File: config.mk
export PLATFORM = sky130hd
export DESIGN_NAME = write_pacer
export DESIGN_NICKNAME = d
export VERILOG_FILES = /design/src/rtl/write_pacer.sv
export SDC_FILE = /design/constraint.sdc
export NUM_CORES = 1
export LEC_CHECK = 0
export ABC_CLOCK_PERIOD_IN_PS = 3600
export BUFFER_PORTS_ARGS = -buffer_cell sky130_fd_sc_hd__buf_2
export CAP_MARGIN = 20
export CORE_ASPECT_RATIO = 2
export CORE_UTILIZATION = 55
export CTS_BUF_LIST = sky130_fd_sc_hd__clkbuf_8
export CTS_CLUSTER_SIZE = 30
export DETAILED_ROUTE_END_ITERATION = 6
export GPL_ROUTABILITY_DRIVEN = 1
export GPL_TIMING_DRIVEN = 0
export PLACE_DENSITY = 0.79
export REMOVE_ABC_BUFFERS = 1
export SYNTH_ARGS = -nofsm -noshare
export SYNTH_HDL_FRONTEND = slang
export SYNTH_SLANG_ARGS = --single-unit
File: constraint.sdc
create_clock -name clk -period 3.6 [get_ports clk]
set_input_delay 1.08 -clock clk [delete_from_list [all_inputs] [get_ports clk]]
set_output_delay 1.08 -clock clk [all_outputs]
set_load 0.005 [all_outputs]
File: src/rtl/write_pacer.sv
module write_pacer #(
  parameter int BW        = 16,
  parameter int EW        = 8,
  parameter int DW        = 8,
  parameter int EPOCH_LEN = 256
) (
  input  logic          clk,
  input  logic          rst_n,
  input  logic [BW-1:0] cfg_budget,
  input  logic [BW-1:0] cfg_bonus,
  input  logic [EW-1:0] cfg_epochs,
  input  logic [DW-1:0] cfg_step,
  input  logic [DW-1:0] cfg_max,
  input  logic [DW-1:0] cfg_delay0,
  input  logic          wr_valid,
  output logic          wr_ready,
  output logic [DW-1:0] delay,
  output logic [BW-1:0] epoch_cap,
  output logic [BW-1:0] budget_left
);
  localparam int ECW = (EPOCH_LEN > 1) ? $clog2(EPOCH_LEN) : 1;
  localparam int ICW = $clog2(BW + 1);

  logic [DW-1:0]  step_q, max_q, hold_q;
  logic [EW-1:0]  epl_q;
  logic [ECW-1:0] ep_cnt;
  logic [BW-1:0]  wcnt_q, pred_q, rem_q, quo_q, dvs_q;
  logic [ICW-1:0] it_cnt;
  logic           busy;

  logic [BW:0]    init_sum;
  logic [BW-1:0]  init_bud, bud_n, wcnt_n, rem_n, quo_n;
  logic [BW:0]    shl, dvx;
  logic           acc, boundary, ge, done;
  logic [DW:0]    up;
  logic [DW-1:0]  up_c, dn_c, delay_n;

  assign init_sum = {1'b0, cfg_budget} + {1'b0, cfg_bonus};
  assign init_bud = init_sum[BW] ? '1 : init_sum[BW-1:0];

  assign wr_ready = (hold_q == '0);
  assign acc      = wr_valid & wr_ready;
  assign bud_n    = (acc && budget_left != '0) ? budget_left - 1'b1 : budget_left;
  assign wcnt_n   = wcnt_q + BW'(acc);
  assign boundary = (ep_cnt == ECW'(EPOCH_LEN - 1));

  assign shl   = {rem_q, quo_q[BW-1]};
  assign dvx   = {1'b0, dvs_q};
  assign ge    = (shl >= dvx);
  assign rem_n = ge ? BW'(shl - dvx) : shl[BW-1:0];
  assign quo_n = {quo_q[BW-2:0], ge};
  assign done  = busy && (it_cnt == ICW'(1));

  assign up   = {1'b0, delay} + {1'b0, step_q};
  assign up_c = (up > {1'b0, max_q}) ? max_q : up[DW-1:0];
  assign dn_c = (delay > step_q) ? delay - step_q : '0;

  always_comb begin
    if (pred_q > quo_n)      delay_n = up_c;
    else if (pred_q < quo_n) delay_n = dn_c;
    else                     delay_n = delay;
  end

  always_ff @(posedge clk) begin
    if (!rst_n) begin
      step_q      <= cfg_step;
      max_q       <= cfg_max;
      delay       <= (cfg_delay0 > cfg_max) ? cfg_max : cfg_delay0;
      epl_q       <= cfg_epochs;
      budget_left <= init_bud;
      epoch_cap   <= '0;
      hold_q      <= '0;
      ep_cnt      <= '0;
      wcnt_q      <= '0;
      pred_q      <= '0;
      rem_q       <= '0;
      quo_q       <= '0;
      dvs_q       <= '0;
      it_cnt      <= '0;
      busy        <= 1'b0;
    end else begin
      budget_left <= bud_n;
      if (acc)                hold_q <= delay;
      else if (hold_q != '0)  hold_q <= hold_q - 1'b1;

      if (boundary) begin
        ep_cnt <= '0;
        wcnt_q <= '0;
        pred_q <= wcnt_n;
        quo_q  <= bud_n;
        rem_q  <= '0;
        dvs_q  <= (epl_q == '0) ? BW'(1) : BW'(epl_q);
        it_cnt <= ICW'(BW);
        busy   <= 1'b1;
      end else begin
        ep_cnt <= ep_cnt + 1'b1;
        wcnt_q <= wcnt_n;
        if (busy) begin
          rem_q  <= rem_n;
          quo_q  <= quo_n;
          it_cnt <= it_cnt - 1'b1;
          if (done) begin
            busy      <= 1'b0;
            epoch_cap <= quo_n;
            delay     <= delay_n;
            if (epl_q > EW'(1)) epl_q <= epl_q - 1'b1;
          end
        end
      end
    end
  end
endmodule

==> summary.md, run 1 <==
| Metric | Value |
|---|---|
| Status | `finished, violations left` |
| Failing checks | `setup timing` |
| CTS Hold Bufs | `0` |
| # rows | `68` |
| Core Util, Final | `64.5%` |
| Met3 usage | `4.40%` |
| Final Hold Violating Endpoints | `0` |
| Period utilization | `105%` |
| Clock Tree Buf Depth | `2` |
| GRT Max-Usage Layer | `met2` |
| Pin count of the biggest net entering global routing | `59` |
| Distinct cells, synth | `78` |
| H-tree depth | `4` |
| Startpoint types | `register` |
| RD Place Congestion | `0.973` |
| Worst setup EP type | `register` |
| Fillers | `1463` |
| Synth warn | `0` |
| Vias in the first global route | `8503` |
| All-Layer GR Usage | `27.8%` |
| Drt first pass iters | `5` |
| Clk root buf | `clkbuf_8` |
| Final Max Slew Viols | `0` |
| Clock Skews | `15.1 ps` |
| Residual DRC | `0` |
| Syn Std Cell Area | `0.00969 mm²` |
| Most frequent cells in the layout | `125 x dfxtp_1, 112 x nand2_1, 107 x buf_2, 91 x nor2_1, 90 x a21oi_1` |
| Clock transition at the registers of the reported paths | `90 ps` |
| Worst Path Class, Setup | `register to register` |
| Slew margin rel. | `29.5%` |
| Max IR drop VDD | `0.267 mV` |
| Cell Count Post-Placement | `1403` |
| Maxcap violations | `0` |
| Power Density | `441 mW/mm²` |
| NumNets Final | `1379` |
| First-pass GRT wire length | `39100 µm` |
| RSZ-0062 raised after global routing | `true` |
| Starting density of the core | `56.1%` |
| M1 GR Usage | `27.7%` |
| Fraction of registers with async set/reset | `0%` |
| Seq/Total Area, Yosys | `35.9%` |
| Dominant synthesized flop cell | `dfxtp_1` |
| Post-Synthesis Cells | `1135` |
| Antenna diodes | `0` |
| Net Sw Power | `1.69 mW` |
| P_int | `3.23 mW` |
| Most common cell after layout, fill and taps aside | `dfxtp_1` |
| Wire per inst | `17.3 µm` |
| DR iter-0 viols | `406` |
| Fmax | `266 MHz` |
| Worst-margin pin slew | `1060 ps` |
| I/O Buffers | `107` |
| Final WS setup | `-162 ps` |
| Critical-path maximum fanout | `6` |
| TritonCTS buffer count | `17` |
| WHS | `454 ps` |
| GR Layer Usage met2 | `50.9%` |
| CTS tree | `yes` |
| Worst hold path class | `register to register` |
| Syn-to-layout area delta | `15.0%` |
| Die area | `0.0182 mm²` |
| Total Wirelength | `25000 µm` |
| Core Region | `0.0173 mm²` |
| Min Tclk post-route | `3760 ps` |
| Vias/cell | `6.05` |
| Clk pwr share | `27.7%` |
| Critical Path AT | `3950 ps` |
| Req. time, crit path | `3790 ps` |
| Hpwl dp | `18000 µm` |
| Initial antenna violation count | `0` |
| Final Instance Count excl. Fillers | `1447` |
| Switching share of power | `34.3%` |
| Syn avg cell area | `8.54 µm²` |
| Antenna Violating Nets Remaining | `0` |
| CTS sink cnt | `158` |
| Share of layout cells above drive strength 1 | `17.1%` |
| Die H | `190 µm` |
| Number of synthesized flops with an enable pin | `32` |
| Setup-failing EPs final | `11` |
| Sequential share of power | `42.2%` |
| Comb pwr share | `30.1%` |
| Clock latency on the worst-skew pair | `460 ps` |
| I/O pins | `108` |
| Chip width | `95.9 µm` |
| Aggregate global routing overflow | `0` |
| Synth Register Bits | `158` |
| Overall power after layout | `4.91 mW` |
| Lkg Pwr | `4.55 nW` |
| Vias | `8749` |
[layer usage]
| metal | vias to the layer above | routed length (µm) |
|---|---|---|
| li1 | 4246 | - |
| met1 | 4190 | 9180 |
| met2 | 229 | 13600 |
| met3 | 84 | 912 |
| met4 | 0 | 1260 |
| met5 | - | 0 |
[flip-flops by register name (all words and copies together) (netlist names)]
name / flops
rem_q: 16
step_q: 8
epl_q: 8
ep_cnt: 8
hold_q: 8
budget_left: 16
pred_q: 16
busy: 1
quo_q: 16
dvs_q: 8
max_q: 8
it_cnt: 5
wcnt_q: 16
delay: 8
epoch_cap: 16
[power groups by stage]
stage | Clock, mW | Combinational (mW) | Sequential [mW]
after detailed placement | 0 | 1.23 | 2.11
final | 1.36 | 1.48 | 2.07
after floorplan | 0 | 0.857 | 2.08
after global routing | 1.44 | 1.61 | 2.09
after global placement | 0 | 1.20 | 2.11
after CTS | 1.38 | 1.37 | 2.07
[area by class of cell]
cell class / instances / area [µm²] / area share, %
clock buffer: 18 / 248 / 2.22
tap: 210 / 263 / 2.36
inverter: 81 / 304 / 2.73
clock inverter: 13 / 154 / 1.38
multi-input combinational: 842 / 5960 / 53.5
sequential: 158 / 3480 / 31.3
timing repair buffer: 125 / 732 / 6.57
[through the flow]
step / cell area (µm²) / setup slack (ps) / setup TNS (ps)
after floorplan: 9480 / -207 / -705
after global placement: 10300 / -1610 / -78000
after detailed placement: 10400 / -978 / -9430
after CTS: 11000 / -136 / -1290
after global routing: 11100 / -381 / -4380
final: 11100 / -162 / -1260
[synth_stat cells (13+ instances only)]
master,count,area (µm²)
xnor2_1,42,368
and3_1,13,81.3
nand2_1,114,428
nor3_1,21,105
inv_1,80,300
o21ai_0,62,310
xor2_1,30,263
clkbuf_1,42,158
nand3_1,29,145
nand4_1,15,93.8
a21oi_1,91,455
mux2i_1,16,160
dfxtp_1,126,2520
edfxtp_1,32,961
a22oi_1,16,120
ha_1,83,1040
a211oi_1,24,180
o211ai_1,13,97.6
nor2_1,92,345
nor4_1,13,81.3
[worst max-delay path, cell delays in order (launching register included)]
cell,delay (ps)
edfxtp_1,440
buf_4,180
ha_1,230
nor2_1,200
a221oi_4,110
buf_4,150
o311a_1,330
xnor2_1,160
ha_1,430
nand2_8,100
nor3_4,260
o21bai_4,100
or3_4,440
mux2i_1,170
o221ai_1,160
[what timing repair did]
action,in CTS,in global routing
pin swaps,16,14
setup endpoints to repair,16,22
setup buffers,9,4
resized for setup,28,22
[final timing paths]
check,startpoint,end,slack (ps),cells past startpoint
setup / recovery,delay[1],delay[7],-160,14
hold / removal,epoch_cap[6],epoch_cap[6],450,2
setup reg to reg,delay[1],delay[7],-160,14
hold reg to reg,epoch_cap[6],epoch_cap[6],450,2
[logic make-up (layout without fill, tap and decap cells)]
group	Yosys count	count (layout)	share of synthesized area, %
AOI/OAI and AO/OA	297	297	19.8
and+or+nand+nor	365	365	18.5
xor gates and xnor gates	74	74	6.84
buffers and inverters	135	237	5.34
DFF	158	158	35.9
muxes	19	19	2.00
adders and majority gates	87	87	11.5
Note: power is estimated with default switching activity, not from simulation.
==> run 2: changes to the inputs <==
Settings changed: CORE_ASPECT_RATIO 2 to 0.7, REMOVE_ABC_BUFFERS 1 to unset.
==> run 2 against run 1 <==
- critical endpoint is now delay[4]
- critical path type unchanged
- routed wire length rose by 8.0%
- die area fell by 0.13%
- cell count rose by 4.8%
- register-to-register slack improved by 40 ps
- sequential power barely moved
- the run still ends with setup timing left
- sequential share of layout area fell by 0.25 points
- via count rose by 4.3%
- power rose by 1.5%
==> summary.md, run 2 (same netlist as run 1, synthesis figures left out) <==
| Metric | Value |
|---|---|
| Clk root buf | `clkbuf_8` |
| Slew margin rel. | `31.4% (+1.9 points)` |
| Residual DRC | `0 (unchanged)` |
| Clock Tree Buf Depth | `2 (unchanged)` |
| Lkg Pwr | `4.61 nW (+1.3%)` |
| Cell Count Post-Placement | `1474 (+5.1%)` |
| Critical-path maximum fanout | `6 (unchanged)` |
| H-tree depth | `4 (unchanged)` |
| Final Instance Count excl. Fillers | `1516 (+4.8%)` |
| Syn-to-layout area delta | `15.9%` |
| Crit-path leading delay family | `simple AND/OR/NAND/NOR gates` |
| Vias in the first global route | `8499 (-0.047%)` |
| Hold EP | `epoch_cap[6]` |
| CP most frequent cell | `o211ai_1` |
| Hold path startpoint | `epoch_cap[6]` |
| Most frequent cells in the layout | `126 x dfxtp_1, 113 x nand2_1, 110 x buf_2, 91 x nor2_1, 90 x a21oi_1` |
| All-Layer GR Usage | `30.1% (+2.4 points)` |
| Min Tclk post-route | `3720 ps (-38.7 ps)` |
| Final Max Slew Viols | `0 (unchanged)` |
| CTS tree | `yes` |
| Reg2Reg Capture Point | `delay[4]` |
| First-pass GRT wire length | `42900 µm (+9.7%)` |
| I/O Buffers | `107 (unchanged)` |
| Failing checks | `setup timing` |
| Aggregate global routing overflow | `0 (unchanged)` |
| Worst setup EP type | `register` |
| Clock Skews | `15.6 ps (+0.421 ps)` |
| Vias | `9123 (+4.3%)` |
| Worst-margin pin slew | `1030 ps (-28.4 ps)` |
| Final WS setup | `-124 ps (+38.7 ps)` |
| CTS sink cnt | `158 (unchanged)` |
| Maxcap violations | `0 (unchanged)` |
| Crit path largest cell delay | `450 ps (about the same)` |
| NumNets Final | `1427 (+3.5%)` |
| Clock latency on the worst-skew pair | `470 ps (about the same)` |
| Core Util, Final | `65.3% (+0.72 points)` |
| Sum Neg Setup Slack | `-493 ps (+772 ps)` |
| Worst reg2reg path depth | `14 (unchanged)` |
| Period utilization | `103% (-1.1 points)` |
| Pin count of the biggest net entering global routing | `26 (-56%)` |
| Setup-failing EPs final | `7 (-4)` |
| Die area | `0.0182 mm² (-0.13%)` |
| Wire per inst | `17.8 µm (+3.1%)` |
| Power Density | `444 mW/mm² (+0.71%)` |
| Worst hold path class | `register to register` |
| Drt first pass iters | `5 (unchanged)` |
| Hold Crit Depth | `2 (unchanged)` |
| Fillers | `1460 (-0.21%)` |
| CTS Hold Bufs | `0 (unchanged)` |
| I/O pins | `108 (unchanged)` |
| Status | `finished, violations left` |
| Total Wirelength | `27000 µm (+8.0%)` |
| Chip width | `161 µm (+68%)` |
| Final Hold Violating Endpoints | `0 (unchanged)` |
| Worst Path Class, Setup | `register to register` |
| Reg-to-reg startpoint | `delay[0]` |
| Bufs and invs on worst path | `1 (-1)` |
| Syn_nets | `1289` |
| CP Cell Sequence | `ha_2 > fa_2 > nor2b_4 > o311a_1 > or4_4 > o311ai_4 > ha_1 > nand2_2 > nor3_2 > o21bai_2 > or3_4 > buf_8 > o211ai_1 > o211ai_1` |
| Reg-to-reg slack, setup | `-120 ps (+40 ps)` |
| Share of layout cells above drive strength 1 | `15.7% (-1.4 points)` |
| Critical Path AT | `3910 ps (-40 ps)` |
| # rows | `40 (-41%)` |
| Die H | `113 µm (-40%)` |
| Hpwl dp | `20000 µm (+11%)` |
| Max IR drop VDD | `0.263 mV (-1.8%)` |
| Startpoint types | `register` |
| Most common cell after layout, fill and taps aside | `dfxtp_1` |
| Starting density of the core | `56.3% (+0.18 points)` |
| TritonCTS buffer count | `17 (unchanged)` |
| DR iter-0 viols | `780 (+92%)` |
| Core Region | `0.0172 mm² (-0.32%)` |
| Req. time, crit path | `3790 ps (about the same)` |
| Overall power after layout | `4.99 mW (+1.5%)` |
| Fmax | `269 MHz (+1.0%)` |
| RSZ-0062 raised after global routing | `true` |
| Antenna diodes | `0 (unchanged)` |
| Clock transition at the registers of the reported paths | `90 ps (about the same)` |
| RD Place Congestion | `0.922 (-5.3%)` |
| Cell at the slowest stage of the critical path | `edfxtp_1` |
| Vias/cell | `6.02 (-0.47%)` |
| Initial antenna violation count | `0 (unchanged)` |
| Antenna Violating Nets Remaining | `0 (unchanged)` |
[run 2: what timing repair did]
action | CTS | global route
endpoints found under the setup margin | 16 | 24
pin swaps | 12 | 14
buffers inserted | 9 | 7
resized for setup | 18 | 16
[run 2: worst max path at each step]
stage | startpoint | end | slack, ps | cells past startpoint
detailed placement | delay[2] | delay[7] | -450 | 14
global placement | dvs_q[7] | delay[4] | -670 | 14
global route | delay[1] | delay[4] | -210 | 13
floorplan | delay[0] | delay[5] | 40 | 14
finish | delay[0] | delay[4] | -120 | 14
CTS | delay[0] | delay[4] | -110 | 14
[run 2: worst min-delay path: cells and delay by family (launching register included)]
family,cells,cell delay [ps]
and+or+nand+nor,1,50
DFF,1,320
AOI/OAI and AO/OA,1,50
[run 2: area by class of cell]
| type | count | area [µm²] | share of cell area, % |
|---|---|---|---|
| plain buffers | 49 | 210 | 1.87 |
| clock buffers | 17 | 234 | 2.08 |
| clock inverters | 14 | 190 | 1.69 |
| inverters | 81 | 304 | 2.71 |
| multi-input cells | 842 | 5860 | 52.1 |
| flip-flops and latches | 158 | 3480 | 31.0 |
| well taps | 231 | 289 | 2.57 |
| repair buffers | 124 | 668 | 5.95 |
[run 2: report_power, final]
part / switching [mW] / internal [mW] / leakage (nW)
logic: 0.801 / 0.637 / 3.04
clock network: 0.667 / 0.803 / 0.233
registers: 0.144 / 1.93 / 1.34
total: 1.61 / 3.37 / 4.61
[run 2: routing by layer]
layer,vias up,part of all wire (%),global-route usage [%]
met3,44,8.9,7.33
met5,-,0,0
met2,407,42,44.4
li1,4349,-,-
met4,0,1.8,9.65
met1,4323,48,43.2
[run 2: per-stage QoR]
stage	setup slack, ps	area, µm²	hold slack (ps)
after global placement	-667	10500	441
after global routing	-208	11200	471
final	-124	11200	457
after floorplan	39.7	9720	426
after CTS	-113	11100	458
after detailed placement	-454	10600	446
==> run 3: changes to the inputs <==
Settings changed: ABC_AREA set to 1, PLACE_DENSITY 0.79 to 0.78.
==> run 3 against run 2 <==
- the flow now finishes without violations
- highest routed layer unchanged
- first-iteration DRC count grew 19%
- setup slack gained 320 ps
- synthesized cell count grew 21%
- power shrank 2.7%
- clock-buffer cell count is the same
- clock power shrank 11%
==> summary.md, run 3 <==
| Metric | Value |
|---|---|
| TritonCTS buffer count | `17 (unchanged)` |
| Fin area | `0.0114 mm² (+1.5%)` |
| Crit path largest cell delay | `480 ps (+30 ps)` |
| CP most frequent cell | `nand2_1` |
| Crit-path leading delay family | `compound AO/OA/AOI/OAI gates` |
| GR Layer Usage met2 | `42.2% (-2.2 points)` |
| I/O Buffers | `107 (unchanged)` |
| Clock Tree Buf Depth | `2 (unchanged)` |
| Number of synthesized flops with an enable pin | `32 (unchanged)` |
| Drt first pass iters | `6 (+1)` |
| Vias | `9520 (+4.4%)` |
| Min Tclk post-route | `3410 ps (-317 ps)` |
| Cell at the slowest stage of the critical path | `a21oi_2` |
| Vias/cell | `5.42 (-9.9%)` |
| CTS tree | `yes` |
| Fraction of registers with async set/reset | `0% (unchanged)` |
| Final WS setup | `193 ps (+317 ps)` |
| M1 GR Usage | `43.3% (+0.13 points)` |
| Met3 usage | `6.19% (-1.1 points)` |
| Syn Std Cell Area | `0.0101 mm² (+4.5%)` |
| P_int | `3.10 mW (-8.0%)` |
| Total Wirelength | `26700 µm (-1.1%)` |
| Comb pwr share | `29.9% (+1.1 points)` |
| Core Region | `0.0180 mm² (+4.6%)` |
| Max IR drop VDD | `0.269 mV (+2.3%)` |
| Syn_nets | `1530 (+19%)` |
| Clk root buf | `clkbuf_8` |
| Starting density of the core | `56.3% (about the same)` |
| Clock transition at the registers of the reported paths | `80 ps (about the same)` |
| Synth Register Bits | `158 (unchanged)` |
| Aggregate global routing overflow | `0 (unchanged)` |
| Worst-margin pin slew | `751 ps (-278 ps)` |
| Seq/Total Area, Yosys | `34.4% (-1.5 points)` |
| # rows | `41 (+2.5%)` |
| CTS sink cnt | `158 (unchanged)` |
| Most common cell in the netlist | `nand2_1` |
| DR iter-0 viols | `929 (+19%)` |
| Net Sw Power | `1.75 mW (+8.5%)` |
| RSZ-0062 raised after global routing | `false` |
| Vias in the first global route | `8525 (+0.31%)` |
| Final Hold Violating Endpoints | `0 (unchanged)` |
| Chip width | `164 µm (+2.2%)` |
| Worst reg2reg path depth | `17 (+3)` |
| Clock Skews | `12.7 ps (-2.88 ps)` |
| RD Place Congestion | `0.944 (+2.5%)` |
| Reg2Reg Capture Point | `delay[4]` |
| Initial antenna violation count | `0 (unchanged)` |
| Most common cell after layout, fill and taps aside | `nand2_1` |
| Worst hold path class | `register to register` |
| Final Max Slew Viols | `0 (unchanged)` |
| Overall power after layout | `4.85 mW (-2.7%)` |
| Power Density | `426 mW/mm² (-4.1%)` |
| CP Cell Sequence | `inv_1 > ha_1 > nand2_1 > nor3_2 > a31oi_4 > nand2_4 > buf_6 > ha_1 > inv_1 > a21oi_1 > o21ai_0 > nand2_1 > nand2_1 > nand2_1 > a21oi_2 > nand3_1 > a21oi_1` |
| Dominant synthesized flop cell | `dfxtp_1` |
| H-tree depth | `4 (unchanged)` |
| Fmax | `294 MHz (+9.3%)` |
| Most frequent cells in the layout | `272 x nand2_1, 186 x inv_1, 152 x nor2_1, 126 x dfxtp_1, 125 x buf_2` |
| Antenna Violating Nets Remaining | `0 (unchanged)` |
| First-pass GRT wire length | `42800 µm (-0.32%)` |
| Pin count of the biggest net entering global routing | `17 (-35%)` |
| Syn avg cell area | `7.36 µm² (-14%)` |
| Post-synth top cells | `272 x nand2_1, 184 x inv_1, 152 x nor2_1` |
| Fillers | `1638 (+12%)` |
| Hpwl dp | `21100 µm (+5.8%)` |
| Synth warn | `0 (unchanged)` |
| Wire per inst | `15.2 µm (-15%)` |
| Startpoint types | `register` |
| Clk pwr share | `27.1% (-2.4 points)` |
| Top post-synthesis cells by area | `dfxtp_1 25%, ha_1 10%, nand2_1 10%` |
| CP Launch Point | `dvs_q[5]` |
| Distinct cells, synth | `55 (-29%)` |
| Setup-failing EPs final | `0 (-7)` |
| Die area | `0.0190 mm² (+4.4%)` |
| Post-Synthesis Cells | `1376 (+21%)` |
| Post-synth top area share | `24.9% (-1.1 points)` |
| Residual DRC | `0 (unchanged)` |
| Worst Path Class, Setup | `register to register` |
| CTS Hold Bufs | `0 (unchanged)` |
| Slew margin rel. | `50.0% (+19 points)` |
| Lkg Pwr | `5.35 nW (+16%)` |
| Multi-input logic area | `0.00571 mm² (-2.4%)` |
| CP Depth | `17 (+3)` |
| NumNets Final | `1660 (+16%)` |
| All-Layer GR Usage | `29.0% (-1.1 points)` |
| Pre-CTS setup slack | `-98.6 ps (+356 ps)` |
| Worst setup EP type | `register` |
| Die H | `116 µm (+2.2%)` |
| Antenna diodes | `0 (unchanged)` |
| Reg-to-reg startpoint | `dvs_q[5]` |
| Syn-to-layout area delta | `12.6%` |
| Critical Path AT | `3700 ps (-210 ps)` |
| Req. time, crit path | `3900 ps (+110 ps)` |
| Area leader, netlist | `dfxtp_1` |
| Critical Path Sink | `delay[4]` |
| GRT Max-Usage Layer | `met1` |
| Switching share of power | `36.1% (+3.7 points)` |
| Period utilization | `94.6% (-8.8 points)` |
| Register Area | `0.00348 mm² (unchanged)` |
| I/O pins | `108 (unchanged)` |
| Bufs and invs on worst path | `3 (+2)` |
| Clock latency on the worst-skew pair | `470 ps (about the same)` |
| Status | `finished clean` |
| Maxcap violations | `0 (unchanged)` |
| Placed Area | `0.0110 mm² (+4.2%)` |
| Sequential share of power | `43.0% (+1.3 points)` |
| Reg-to-reg slack, setup | `190 ps (+320 ps)` |
| Share of layout cells above drive strength 1 | `14.1% (-1.6 points)` |
| Critical-path maximum fanout | `10 (+4)` |
==> run 3: worst min path at each step <==
stage,depth (start not counted),endpoint,slack [ps],startpoint
2_1_floorplan,1,ep_cnt[0],420,ep_cnt[0]
3_3_place_gp,1,ep_cnt[0],430,ep_cnt[0]
3_5_place_dp,2,epoch_cap[11],440,epoch_cap[11]
4_1_cts,2,epoch_cap[12],450,epoch_cap[12]
5_1_grt,2,epoch_cap[11],470,epoch_cap[11]
6_report,2,epoch_cap[12],450,epoch_cap[12]
==> run 3: cells by family after synthesis <==
| family | after synthesis | share of synthesized area (%) |
|---|---|---|
| AOI/OAI and AO/OA | 265 | 14.8 |
| and+or+nand+nor | 570 | 24.9 |
| adders and majority gates | 87 | 11.0 |
| xor gates and xnor gates | 64 | 5.53 |
| DFF | 158 | 34.4 |
| buffers and inverters | 232 | 9.34 |
==> run 3: what timing repair did <==
item,CTS,global route
hold endpoints to repair,0,0
setup endpoints to repair,8,16
cloned,0,0
setup buffers,0,2
resized for setup,1,3
pin swaps,0,0
==> run 3: power by group through the flow <==
stage               Clock [mW]  Combinational (mW)  Sequential (mW)
floorplan                    0                1.00             2.10
global placement             0                1.38             2.12
detailed placement           0                1.41             2.12
CTS                       1.32                1.42             2.08
global route              1.39                1.64             2.11
finish                    1.31                1.45             2.09
==> run 3: layer usage <==
layer	share of wire (%)	up-vias
met2	41	371
met4	1.3	0
met1	48	4344
met5	0	-
met3	9.2	30
li1	-	4775
==> run 3: stage by stage <==
step           utilization (%)  hold slack (ps)  TNS (ps)  instances
6_report                  63.3              451         0       1755
5_1_grt                   63.3              471         0       1755
4_1_cts                   63.2              452         0       1753
3_5_place_dp              61.1              438      -788       1721
3_3_place_gp              60.9              427      -215       1719
2_1_floorplan                -              418         0       1376
==> run 3: final cells by class <==
type,instances,share of cell area (%)
plain buffers,37,1.84
clock buffers,17,2.05
clock inverters,15,1.28
inverters,195,6.45
multi-input cells,986,50.1
flip-flops and latches,158,30.5
well taps,236,2.59
repair buffers,111,5.13
==> run 3: worst min-delay path, cell delays in order, from the launching register on <==
cell	delay, ps
dfxtp_1	320
inv_1	50
a21oi_1	50
